[src/rtl/lcdfi_pkg.sv]
package lcdfi_pkg;
  typedef enum logic {WAVE_A = 1'b0, WAVE_B = 1'b1} wave_e;
  localparam logic [1:0] MUX_STATIC = 2'b00;
  localparam int unsigned N_FLAGS = 3;
  localparam int unsigned F_FRAME = 0;
  localparam int unsigned F_SHUT  = 1;
  localparam int unsigned F_ERR   = 2;
endpackage

[src/rtl/lcdfi_frame_tap.sv]
module lcdfi_frame_tap
  import lcdfi_pkg::*;
#(
  parameter int unsigned CNT_W = 8,
  parameter int unsigned TFINT = 4
) (
  input  logic             clk_i,
  input  logic             rst_ni,
  input  logic             active_i,
  input  logic             type_b_i,
  input  logic [1:0]       mux_sel_i,
  input  logic             tick_i,
  input  logic [CNT_W-1:0] ticks_left_i,
  input  logic             frame_odd_i,
  output logic             protect_o,
  output logic             pulse_o,
  output logic             shut_o
);
  logic active_q;

  always_ff @(posedge clk_i or negedge rst_ni) begin
    if (!rst_ni) active_q <= 1'b0;
    else         active_q <= active_i;
  end

  assign shut_o    = active_q & ~active_i;
  assign protect_o = active_i & (wave_e'(type_b_i) == WAVE_B) & (mux_sel_i != MUX_STATIC);
  // pair completes at end of odd frame
  assign pulse_o   = protect_o & tick_i & frame_odd_i & (ticks_left_i == CNT_W'(TFINT));

  a_r1_fall_detect: assert property (@(posedge clk_i) disable iff (!rst_ni)
    (active_q && !active_i) |-> shut_o);
endmodule

[src/rtl/lcdfi_wr_gate.sv]
module lcdfi_wr_gate #(
  parameter int unsigned TFWR = 6
) (
  input  logic clk_i,
  input  logic rst_ni,
  input  logic protect_i,
  input  logic open_i,
  input  logic tick_i,
  input  logic wr_req_i,
  output logic wr_en_o,
  output logic wr_ack_o,
  output logic wr_rej_o
);
  localparam int unsigned WIN_W = $clog2(TFWR + 1);
  logic [WIN_W-1:0] win_q;

  always_ff @(posedge clk_i or negedge rst_ni) begin
    if (!rst_ni)                      win_q <= '0;
    else if (open_i)                  win_q <= WIN_W'(TFWR);
    else if (tick_i && win_q != '0)   win_q <= win_q - 1'b1;
  end

  assign wr_en_o  = ~protect_i | open_i | (win_q != '0);
  assign wr_ack_o = wr_req_i & wr_en_o;
  assign wr_rej_o = wr_req_i & ~wr_en_o;

  a_r4_win_bound: assert property (@(posedge clk_i) disable iff (!rst_ni)
    win_q <= WIN_W'(TFWR));
  a_r4_win_hold: assert property (@(posedge clk_i) disable iff (!rst_ni)
    (!tick_i && !open_i) |=> (win_q == $past(win_q)));
  a_r6_unprotected_open: assert property (@(posedge clk_i) disable iff (!rst_ni)
    !protect_i |-> wr_en_o);
endmodule

[src/rtl/lcdfi_flag.sv]
module lcdfi_flag (
  input  logic clk_i,
  input  logic rst_ni,
  input  logic set_i,
  input  logic clr_i,
  output logic flag_o
);
  always_ff @(posedge clk_i or negedge rst_ni) begin
    if (!rst_ni)     flag_o <= 1'b0;
    else if (set_i)  flag_o <= 1'b1;
    else if (clr_i)  flag_o <= 1'b0;
  end

  a_r7_hold: assert property (@(posedge clk_i) disable iff (!rst_ni)
    (flag_o && !clr_i) |=> flag_o);
  a_r7_set_wins: assert property (@(posedge clk_i) disable iff (!rst_ni)
    set_i |=> flag_o);
endmodule

[src/rtl/lcd_frame_irq_ctrl.sv]
module lcd_frame_irq_ctrl
  import lcdfi_pkg::*;
#(
  parameter int unsigned CNT_W = 8,
  parameter int unsigned TFINT = 4,
  parameter int unsigned TFWR  = 6
) (
  input  logic             clk_i,
  input  logic             rst_ni,
  input  logic             active_i,
  input  logic             type_b_i,
  input  logic [1:0]       mux_sel_i,
  input  logic             tick_i,
  input  logic [CNT_W-1:0] ticks_left_i,
  input  logic             frame_odd_i,
  input  logic             wr_req_i,
  input  logic             clr_frame_i,
  input  logic             clr_shut_i,
  input  logic             clr_err_i,
  output logic             frame_irq_o,
  output logic             shut_irq_o,
  output logic             wr_err_o,
  output logic             wr_en_o,
  output logic             wr_ack_o
);
  logic protect, pulse, shut, wr_rej;
  logic [N_FLAGS-1:0] set_v, clr_v, flag_v;

  lcdfi_frame_tap #(.CNT_W(CNT_W), .TFINT(TFINT)) u_tap (
    .clk_i, .rst_ni, .active_i, .type_b_i, .mux_sel_i, .tick_i,
    .ticks_left_i, .frame_odd_i,
    .protect_o(protect), .pulse_o(pulse), .shut_o(shut)
  );

  lcdfi_wr_gate #(.TFWR(TFWR)) u_gate (
    .clk_i, .rst_ni, .protect_i(protect), .open_i(pulse), .tick_i,
    .wr_req_i, .wr_en_o, .wr_ack_o, .wr_rej_o(wr_rej)
  );

  assign set_v[F_FRAME] = pulse;
  assign set_v[F_SHUT]  = shut;
  assign set_v[F_ERR]   = wr_rej;
  assign clr_v[F_FRAME] = clr_frame_i;
  assign clr_v[F_SHUT]  = clr_shut_i;
  assign clr_v[F_ERR]   = clr_err_i;

  for (genvar i = 0; i < N_FLAGS; i++) begin : g_flag
    lcdfi_flag u_flag (
      .clk_i, .rst_ni, .set_i(set_v[i]), .clr_i(clr_v[i]), .flag_o(flag_v[i])
    );
  end

  assign frame_irq_o = flag_v[F_FRAME];
  assign shut_irq_o  = flag_v[F_SHUT];
  assign wr_err_o    = flag_v[F_ERR];

  a_r1_shutdown: assert property (@(posedge clk_i) disable iff (!rst_ni)
    $fell(active_i) |=> shut_irq_o);
  a_r3_no_frame_irq: assert property (@(posedge clk_i) disable iff (!rst_ni)
    $rose(frame_irq_o) |-> $past(active_i && type_b_i && (mux_sel_i != MUX_STATIC)));
  a_r5_reject_err: assert property (@(posedge clk_i) disable iff (!rst_ni)
    (wr_req_i && !wr_en_o) |=> wr_err_o);
  a_r5_ack_excl: assert property (@(posedge clk_i) disable iff (!rst_ni)
    wr_ack_o |-> wr_en_o);
endmodule

[config.mk]
export PLATFORM = sky130hd
export DESIGN_NAME = lcd_frame_irq_ctrl
export DESIGN_NICKNAME = d
export VERILOG_FILES = /design/src/rtl/lcdfi_pkg.sv /design/src/rtl/lcdfi_frame_tap.sv /design/src/rtl/lcdfi_wr_gate.sv /design/src/rtl/lcdfi_flag.sv /design/src/rtl/lcd_frame_irq_ctrl.sv
export SDC_FILE = /design/constraint.sdc
export NUM_CORES = 1
export LEC_CHECK = 0
export ABC_AREA = 0
export BUFFER_PORTS_ARGS = -buffer_cell sky130_fd_sc_hd__buf_2
export CORE_AREA = 2 2 39 41
export DETAILED_ROUTE_END_ITERATION = 10
export DIE_AREA = 0 0 41 43
export PLACE_DENSITY = 0.56
export SLEW_MARGIN = 20
export SYNTH_ARGS = -nofsm -noshare
export SYNTH_HDL_FRONTEND = slang
export SYNTH_SLANG_ARGS = --single-unit
[constraint.sdc]
create_clock -name clk_i -period 3.26 [get_ports clk_i]
set_input_delay 0.652 -clock clk_i [delete_from_list [all_inputs] [get_ports clk_i]]
set_output_delay 0.652 -clock clk_i [all_outputs]
set_load 0.01 [all_outputs]
Word-level counts from Yosys, hierarchy flattened
Cells that the tools add are included.
{"block": "totals", "output_inout_bits": 5, "wordCells": 35, "in_bits": 20, "regBits": 7}
{"block": "classes", "addsub": 1, "n_eq_ne": 1, "n_mux": 8, "n_reduce_logical": 7, "n_bitwise": 13}
{"cell": "$reduce_bool 2->1", "count": 5}
{"cell": "$and 1x1->1", "count": 8}
{"cell": "$eq 8x3->1 const B", "count": 1}
{"cell": "$mux 1", "count": 6}
{"cell": "$mux 3", "count": 2}
{"cell": "$not 1->1", "count": 3}
{"cell": "$reduce_bool 3->1", "count": 1}
{"cell": "$sub 3x1->3 const B", "count": 1}
{"cell": "$or 1x1->1", "count": 2}
{"cell": "$logic_and 1x1->1", "count": 1}

Depth between registers and ports, before layout
Gate-level depths: netlist (run 1).
{"block": "logic_depth", "word_depth": 10, "depth_mapped": 5, "depth_no_buf": 5}

Cells and area by module
From an unflattened synthesis (run 1), not the netlist that was laid out.
{"block": "hier_totals", "hier_cells": 37, "area_unflattened_um2": 395.4}
{"module": "lcdfi_wr_gate", "area_each_um2": 209.0, "seq_area_each_um2": 75.1, "cells_each": 21, "instances": 1}
{"module": "lcdfi_flag", "area_each_um2": 36.3, "seq_area_each_um2": 25.0, "cells_each": 3, "instances": 3}
{"module": "lcdfi_frame_tap", "area_each_um2": 77.6, "seq_area_each_um2": 25.0, "cells_each": 7, "instances": 1}

Least setup slack after synthesis (run 1)
No wires, ideal clock.
{"block": "synth_path", "path_type": "in2out", "startpoint": "input ticks_left_i[3]", "endpoint": "output wr_ack_o", "stages": 3, "required_time_ns": 2.608, "path_slack_ns": 1.329, "arrival_time_ns": 1.279, "path_cell_list": "nor4b_4 -> nand3_2 -> a31oi_1"}
{"block": "synth_between", "elab_chain_cells": 5}
{"item": "from (decl)", "line_no": "lcd_frame_irq_ctrl.sv:14", "rtl": "input logic [CNT_W-1:0] ticks_left_i,"}
{"item": "$eq 8x3->1", "line_no": "lcdfi_frame_tap.sv:29", "rtl": "assign pulse_o = protect_o & tick_i & frame_odd_i & (ticks_left_i == CNT_W'(TFINT));"}
{"item": "$and 1x1->1", "line_no": "lcdfi_frame_tap.sv:29"}
{"item": "$or 1x1->1 (2 in a row)", "line_no": "lcdfi_wr_gate.sv:23", "rtl": "assign wr_en_o = ~protect_i | open_i | (win_q != '0);"}
{"item": "$and 1x1->1", "line_no": "lcdfi_wr_gate.sv:24", "rtl": "assign wr_ack_o = wr_req_i & wr_en_o;"}
{"item": "to (decl)", "line_no": "lcd_frame_irq_ctrl.sv:24", "rtl": "output logic wr_ack_o"}
No other way between the ends.

Final worst setup path (run 1)
Ends and elaborated chain as after synthesis.

==> results.json, run 1 <==
{
  "drt_iter0_markers": 4,
  "yosysTopAreaCell": "dfrtp_1",
  "p_seq_frac": 0.410,
  "status": "finished clean",
  "critPathMaxStageDelay_ns": 0.30,
  "rr_worst_depth": 5,
  "power_uw": 291,
  "arrival_ns": 1.48,
  "maxCapViolCount": 0,
  "slew_violations": 0,
  "final-hold-violation-count": 0,
  "drt_wl_total_um": 830,
  "async_reset_ff_frac": 1.00,
  "required_ns": 2.61,
  "gp_congestion": 0.723,
  "route.met3.wl_um": 70,
  "antenna_found_initial": 0,
  "port_buffers": 24,
  "cts_tree": "yes",
  "holdWs_ns": 0.226,
  "clockBufferDepth": 2,
  "synth.area.top_cells": "dfrtp_1 (45%), ha_1 (6.4%), nor4b_4 (6.1%)",
  "final_core_util": 0.404,
  "fin_skew_ns": 0.00202,
  "cellLeakagePower_nw": 0.314,
  "grt_setup_unrepaired": "no",
  "clock.fmax_ghz": 0.469,
  "crit_top_cell": "buf_2",
  "yosysSeqAreaShare": 0.446,
  "power.density_nw_per_um2": 521,
  "track_usage": 0.120,
  "dieArea_um2": 1760,
  "clk_pin_slew_ns": 0.05,
  "pwr-share-comb": 0.330,
  "post-route-period-util": 0.653,
  "dieHeight_um": 43,
  "drive_above_1_share": 0.439,
  "n_antenna_cell": 0,
  "worst_pin_slew_ns": 0.237,
  "power_frac_clock": 0.260,
  "routed-via-count": 379,
  "syn2layout_area_growth_pct": 42.4,
  "start_util": 0.284,
  "wl_met1_um": 318,
  "htreeDepth": 1,
  "synth_warnings": 0,
  "hold_class": "in2async",
  "synth_edf_count": 0,
  "grt_pass1_vias": 349,
  "cp-end-kind": "primary output",
  "cts_root_buffer": "clkbuf_4",
  "synthCells": 38,
  "post_drt_via_cell_ratio": 4.62,
  "post_dp_cell_area_um2": 533,
  "p_sw_uw": 88.3,
  "layout.nets": 89,
  "setup_tns_ns": 0,
  "vdd_drop_max_uv": 257,
  "max_slew_margin": 0.841,
  "synth_seq_cells": 7,
  "syn-num-nets": 60,
  "crit_path_max_fanout": 3,
  "worstSkewPairLatency_ns": 0.24,
  "drc": 0,
  "swShare": 0.303,
  "grt_first_pass_wirelength_mm": 1.36,
  "p_int_uw": 203,
  "syn_area_um2": 393,
  "fp.dieW_um": 41,
  "cts_buffers": 3,
  "cts_hold_buffers": 0,
  "drt_first_pass_iters": 4,
  "fin_area_um2": 559,
  "cp_cell_sequence": "buf_2 > nor4b_4 > nand3_2 > a31oi_1 > buf_2",
  "final_antenna_net_count": 0,
  "cp_slowest_cell": "nor4b_4",
  "grt_max_degree": 8,
  "synth.distinct_cells": 19,
  "hpwl_um": 718,
  "synth.top_cell.area_share": 0.446,
  "cts.sinks": 7,
  "coreArea_um2": 1380,
  "routed-wl-met2_um": 441,
  "synth_common_cells": "dfrtp_1 (7), inv_1 (6), and3_1 (3), o21ai_0 (3)",
  "start_kind": "input pin",
  "io_pins": 25,
  "routedWlPerCell_um": 10.1,
  "yosysMostFrequentCell": "dfrtp_1",
  "r2r_slack_ns": 2.04,
  "num_rows": 14,
  "syn_avg_cell_area_um2": 10.3,
  "postCtsSetupBuffers": 0,
  "layout_min_cycle_time_ns": 2.13,
  "synthFlopType": "dfrtp_1",
  "setup_viol": 0,
  "grt_overflow": 0,
  "critPathKind": "in2out",
  "topRoutingLayerUsed": "met3",
  "cts-resized-gates": 0
}
==> critical path, delay by kind of cell <==
family	cells	cell delay, ns
AOI/OAI and AO/OA	1	0.14
buffers and inverters	2	0.26
and+or+nand+nor	2	0.43
==> metal layers <==
layer / vias up / GRT usage
li1: 196 / -
met2: 14 / 0.188
met4: 0 / 0.0400
met1: 169 / 0.125
met5: - / 0
met3: 0 / 0.0785
==> cell usage in the layout, fill, tap and decap left out <==
master,count
buf_2,24
nand2b_1,1
a21oi_1,2
o22ai_1,1
a31oi_1,2
o21ai_0,3
nor2b_1,2
clkbuf_1,1
nand3_1,1
and4bb_1,1
inv_1,6
dfrtp_1,7
o21a_1,1
nor2_1,1
ha_1,2
a41o_1,1
clkbuf_4,3
nand4_1,1
nand3_2,1
o211a_1,1
nor4b_4,1
and3_1,3
==> final timing paths <==
| kind | startpoint | to |
|---|---|---|
| min reg2reg | g_flag[0].u_flag.flag_o | g_flag[0].u_flag.flag_o |
| min in group clk_i | g_flag[0].u_flag.flag_o | g_flag[0].u_flag.flag_o |
| max in group asynchronous | rst_ni | u_gate.win_q[2] |
| min | rst_ni | g_flag[0].u_flag.flag_o |
| max | ticks_left_i[3] | wr_ack_o |
| max reg2reg | u_gate.win_q[0] | u_gate.win_q[0] |
==> per-stage QoR <==
stage / worst slack [ns] / instances
after floorplan: 1.33 / 38
after global placement: 1.15 / 78
after detailed placement: 1.13 / 78
after CTS: 1.13 / 82
after global routing: 1.06 / 82
final: 1.13 / 82
==> sequential cells by signal (all words and copies together), names as in the netlist <==
signal,flops
u_gate.win_q,3
u_tap.active_q,1
g_flag.u_flag.flag_o,3
==> power by group through the flow <==
stage	sequential, mW	clock (mW)	combinational, mW
finish	0.119	0.0758	0.0960
detailed placement	0.121	0	0.0964
global placement	0.121	0	0.0943
floorplan	0.120	0	0.0669
global route	0.124	0.0873	0.117
CTS	0.119	0.0798	0.0972
==> final cells by class <==
cell class              instances  area [um2]
fillers                       148         825
multi-input cells              25         195
flip-flops and latches          7         175
repair buffers                 24         120
clock buffers                   4        26.3
inverters                       6        22.5
well taps                      16        20.0
==> cell families (layout without fill, tap and decap cells) <==
family | Yosys count | after routing | share of synthesized area
adder cells (fa/ha/maj) | 2 | 2 | 0.0637
buffers and inverters | 6 | 34 | 0.0573
flip-flops | 7 | 7 | 0.446
AND/OR/NAND/NOR | 12 | 12 | 0.252
AO/OA/AOI/OAI | 11 | 11 | 0.182
(Power assumes the default switching activity.)
==> run 2: changes to the inputs <==
==> constraint.sdc (replaced) <==
create_clock -name clk_i -period 2 [get_ports clk_i]
set_input_delay 0.4 -clock clk_i [delete_from_list [all_inputs] [get_ports clk_i]]
set_output_delay 0.4 -clock clk_i [all_outputs]
set_load 0.01 [all_outputs]
==> results.json, run 2 (synthesis gave the netlist of run 1 again) <==
{
  "drive_above_1_share": 0.433,
  "setup_viol": 0,
  "vdd_drop_max_uv": 427,
  "num_rows": 14,
  "layout_min_cycle_time_ns": 1.74,
  "cp_slowest_cell": "dfrtp_1",
  "min_from": "active_i",
  "dieHeight_um": 43,
  "gp_congestion": 0.722,
  "final-hold-violation-count": 0,
  "fp.dieW_um": 41,
  "grt_overflow": 0,
  "io_pins": 25,
  "post_dp_cell_area_um2": 533,
  "max_slew_margin": 0.845,
  "track_usage": 0.120,
  "drt_iter0_markers": 4,
  "drc": 0,
  "antenna_found_initial": 0,
  "arrival_ns": 1.34,
  "final_cell_mix": "buf_2 (24), dfrtp_1 (7), inv_1 (6)",
  "dieArea_um2": 1760,
  "cts.sinks": 7,
  "layout.nets": 90,
  "fin_skew_ns": 0.00156,
  "hpwl_um": 711,
  "grt_setup_unrepaired": "no",
  "start_kind": "flop",
  "slew_violations": 0,
  "rr_worst_depth": 5,
  "fin_area_um2": 569,
  "worstSkewPairLatency_ns": 0.25,
  "hold_class": "in2reg",
  "final_antenna_net_count": 0,
  "grt_max_degree": 8,
  "cellLeakagePower_nw": 0.318,
  "post_drt_via_cell_ratio": 4.65,
  "clk_pin_slew_ns": 0.05,
  "r2r_slack_ns": 0.78,
  "cts_buffers": 3,
  "setup_tns_ns": 0,
  "drt_first_pass_iters": 4,
  "holdWs_ns": 0.297,
  "fillers": 142,
  "critPathKind": "reg2out",
  "grt_pass1_vias": 353,
  "status": "finished clean",
  "critPathMaxStageDelay_ns": 0.35,
  "cp-end-kind": "primary output",
  "syn2layout_area_growth_pct": 44.9,
  "postCtsSetupBuffers": 0,
  "drt_wl_total_um": 849,
  "r2r-start": "u_gate.win_q[0]",
  "cts_tree": "yes",
  "port_buffers": 24,
  "htreeDepth": 1,
  "n_antenna_cell": 0,
  "routed-via-count": 386,
  "required_ns": 1.60,
  "grt_first_pass_wirelength_mm": 1.39,
  "crit_path_max_fanout": 4,
  "start_util": 0.284,
  "power.density_nw_per_um2": 838,
  "biggestRegsByFlops": "g_flag.u_flag.flag_o (3), u_gate.win_q (3), u_tap.active_q (1)",
  "worst_pin_slew_ns": 0.232,
  "r2r-end": "u_gate.win_q[0]",
  "min_path_cells": 1,
  "routedWlPerCell_um": 10.2,
  "whs_endpoint": "u_tap.active_q",
  "clock.fmax_ghz": 0.574,
  "cts_root_buffer": "clkbuf_4",
  "coreArea_um2": 1380,
  "final_common_cell": "buf_2",
  "post-route-period-util": 0.871,
  "clockBufferDepth": 2,
  "cp_cell_sequence": "inv_1 > ha_1 > nor2b_1 > nand3_1 > buf_2",
  "maxCapViolCount": 0
}
[run 2: cell types whose count changed in the layout (fill, tap and decap cells not counted), sizes merged]
cell         before  now
dlygate4sd3       0    1
[run 2: critical path, delay by kind of cell, from the launching register on]
kind	cells	cell delay, ns
flip-flops	1	0.35
adder cells (fa/ha/maj)	1	0.17
buffers and inverters	2	0.25
AND/OR/NAND/NOR	2	0.33
[run 2: cell type report]
| type | instances | area, um2 | area share |
|---|---|---|---|
| Clock buffer | 4 | 26.3 | 0.0462 |
| Inverter | 6 | 22.5 | 0.0396 |
| Multi-Input combinational cell | 25 | 195 | 0.343 |
| Sequential cell | 7 | 175 | 0.308 |
| Tap cell | 16 | 20.0 | 0.0352 |
| Timing Repair Buffer | 25 | 130 | 0.229 |
[run 2: what timing repair did]
item	CTS	global route
gates resized for setup	0	0
hold endpoints to repair	7	0
hold buffers	1	0
[run 2: how the worst max path moves through the flow]
| stage | slack [ns] | cells after the start | start | end |
|---|---|---|---|---|
| floorplan | 0.57 | 3 | ticks_left_i[3] | wr_ack_o |
| global placement | 0.40 | 5 | ticks_left_i[3] | wr_ack_o |
| detailed placement | 0.37 | 5 | ticks_left_i[3] | wr_ack_o |
| CTS | 0.24 | 5 | u_gate.win_q[0] | wr_en_o |
| global route | 0.11 | 5 | u_gate.win_q[0] | wr_ack_o |
| finish | 0.26 | 5 | u_gate.win_q[0] | wr_en_o |
[run 2: per-layer routing]
layer	part of all wire	vias to the layer above	global-route usage
met4	0.0082	0	0.0400
met2	0.48	14	0.175
met1	0.43	175	0.139
li1	-	195	-
met3	0.078	2	0.0785
met5	0	-	0
[run 2: metrics by stage]
| stage | std cells | worst slack [ns] | total power, mW | utilization |
|---|---|---|---|---|
| floorplan | 38 | 0.573 | 0.304 | - |
| global placement | 78 | 0.395 | 0.350 | 0.385 |
| detailed placement | 78 | 0.370 | 0.354 | 0.385 |
| CTS | 83 | 0.245 | 0.485 | 0.411 |
| global route | 83 | 0.111 | 0.537 | 0.411 |
| finish | 83 | 0.257 | 0.477 | 0.411 |
[run 2: power breakdown]
part           total, mW  switching [mW]  internal, mW
Clock              0.125          0.0489        0.0759
Sequential         0.194          0.0172         0.177
Combinational      0.158          0.0791        0.0790
Total              0.477           0.145         0.332
==> run 3: changes to the inputs <==
--- a/config.mk
+++ b/config.mk
@@ -7,10 +7,11 @@
 export LEC_CHECK = 0
 export ABC_AREA = 0
 export BUFFER_PORTS_ARGS = -buffer_cell sky130_fd_sc_hd__buf_2
-export CORE_AREA = 2 2 39 41
+export CELL_PAD_IN_SITES_DETAIL_PLACEMENT = 0
+export CELL_PAD_IN_SITES_GLOBAL_PLACEMENT = 1
+export CORE_UTILIZATION = 27
 export DETAILED_ROUTE_END_ITERATION = 10
-export DIE_AREA = 0 0 41 43
-export PLACE_DENSITY = 0.56
+export PLACE_DENSITY = 0.7
 export SLEW_MARGIN = 20
 export SYNTH_ARGS = -nofsm -noshare
 export SYNTH_HDL_FRONTEND = slang
==> results.json, run 3 (synthesis gave the netlist of run 1 again) <==
{
  "clk_pin_slew_ns": 0.05,
  "io_pins": 25,
  "post_drt_via_cell_ratio": 4.62,
  "start_util": 0.295,
  "grt_setup_unrepaired": "no",
  "fin_skew_ns": 0.000108,
  "fin_area_um2": 568,
  "routedWlPerCell_um": 9.46,
  "antenna_found_initial": 0,
  "start_kind": "flop",
  "final_cell_mix": "buf_2 (24), dfrtp_1 (7), inv_1 (6)",
  "crit_path_max_fanout": 4,
  "worstSkewPairLatency_ns": 0.24,
  "drive_above_1_share": 0.433,
  "holdWs_ns": 0.294,
  "critPathCapture": "wr_en_o",
  "grt_first_pass_wirelength_um": 972,
  "n_antenna_cell": 0,
  "worst_pin_slew_ns": 0.236,
  "routed-via-count": 379,
  "htreeDepth": 1,
  "grt_max_degree": 8,
  "grt_pass1_vias": 259,
  "coreArea_um2": 1330,
  "cts-resized-gates": 0,
  "post-route-period-util": 0.866,
  "port_buffers": 24,
  "setup_viol": 0,
  "status": "finished clean",
  "hpwl_um": 645,
  "cts_tree": "yes",
  "cts_buffers": 3,
  "r2r-start": "u_gate.win_q[0]",
  "track_usage": 0.0974,
  "r2r_slack_ns": 0.77,
  "biggestRegsByFlops": "g_flag.u_flag.flag_o (3), u_gate.win_q (3), u_tap.active_q (1)",
  "num_rows": 13,
  "slew_violations": 0,
  "rr_worst_depth": 5,
  "final-hold-violation-count": 0,
  "final_antenna_net_count": 0,
  "cp_slowest_cell": "dfrtp_1",
  "clock.fmax_ghz": 0.578,
  "dieArea_um2": 1610,
  "cts_root_buffer": "clkbuf_4",
  "layout_min_cycle_time_ns": 1.73,
  "syn2layout_area_growth_pct": 44.6,
  "required_ns": 1.60,
  "final_common_cell": "buf_2",
  "drt_wl_total_um": 776,
  "pre_cts_slack_ns": 0.397,
  "cp.depth": 5,
  "cp-end-kind": "primary output",
  "critical_path.top_delay_family": "flip-flops",
  "post_dp_cell_area_um2": 532,
  "min_path_cells": 1,
  "r2r-end": "u_gate.win_q[0]",
  "drt_iter0_markers": 4,
  "drt_first_pass_iters": 2,
  "power.density_nw_per_um2": 841,
  "fillers": 142,
  "setup_slack_ns": 0.269,
  "maxCapViolCount": 0,
  "gp_congestion": 0.650,
  "clockBufferDepth": 2,
  "drc": 0,
  "cp-startpoint": "u_gate.win_q[0]",
  "vdd_drop_max_uv": 577,
  "hold_class": "in2reg",
  "dieHeight_um": 40.1,
  "arrival_ns": 1.33,
  "cp_cell_sequence": "inv_1 > ha_1 > nor2b_1 > nand3_1 > buf_2",
  "critPathKind": "reg2out",
  "setup_tns_ns": 0,
  "cp_num_buf_inv": 2,
  "power_uw": 478,
  "fp.dieW_um": 40.1,
  "max_slew_margin": 0.842,
  "cts.sinks": 7,
  "critPathMaxStageDelay_ns": 0.35,
  "grt_overflow": 0,
  "layout.nets": 90,
  "cellLeakagePower_nw": 0.318
}
-- run 3: cell counts in the layout (fill, tap and decap cells not counted) --
No cell type changed its count.
-- run 3: worst reg2reg max path: cells and delay by family (launching register included) --
| kind | cells | cell delay [ns] |
|---|---|---|
| and+or+nand+nor | 2 | 0.33 |
| AOI/OAI and AO/OA | 1 | 0.16 |
| buffers and inverters | 1 | 0.10 |
| DFF | 1 | 0.35 |
| adders and majority gates | 1 | 0.18 |
-- run 3: through the flow --
step / instances / utilization
finish: 82 / 0.426
global route: 82 / 0.426
CTS: 82 / 0.426
detailed placement: 77 / 0.399
global placement: 77 / 0.399
floorplan: 38 / -
-- run 3: area by class of cell --
cell class / count / area [um2] / share of cell area
clock buffers: 4 / 26.3 / 0.0463
inverters: 6 / 22.5 / 0.0396
multi-input cells: 25 / 195 / 0.344
flip-flops and latches: 7 / 175 / 0.308
well taps: 15 / 18.8 / 0.0330
repair buffers: 25 / 130 / 0.229
-- run 3: where the power goes --
group          internal, mW  switching (mW)
clock                0.0758          0.0467
sequential            0.177          0.0168
combinational        0.0812          0.0799
-- run 3: worst min path at each step --
stage                         from                 endpoint  slack, ns
final                     active_i           u_tap.active_q       0.29
after global routing      active_i           u_tap.active_q       0.29
after CTS                 active_i           u_tap.active_q       0.29
after detailed placement    rst_ni          u_gate.win_q[2]       0.24
after global placement      rst_ni  g_flag[2].u_flag.flag_o       0.24
after floorplan             rst_ni  g_flag[0].u_flag.flag_o       0.10
-- run 3: repair_timing --
action / 4_1_cts / 5_1_grt
hold buffers: 1 / 0
setup buffers: 0 / 0
endpoints found under the hold margin: 7 / 0
-- run 3: metal layers --
metal  global-route usage  share of wire  up-vias
met5                    0              0        -
met4               0.0259              0        0
met3               0.0667           0.11        0
met2                0.153           0.44       16
met1                0.105           0.46      167
li1                     -              -      196
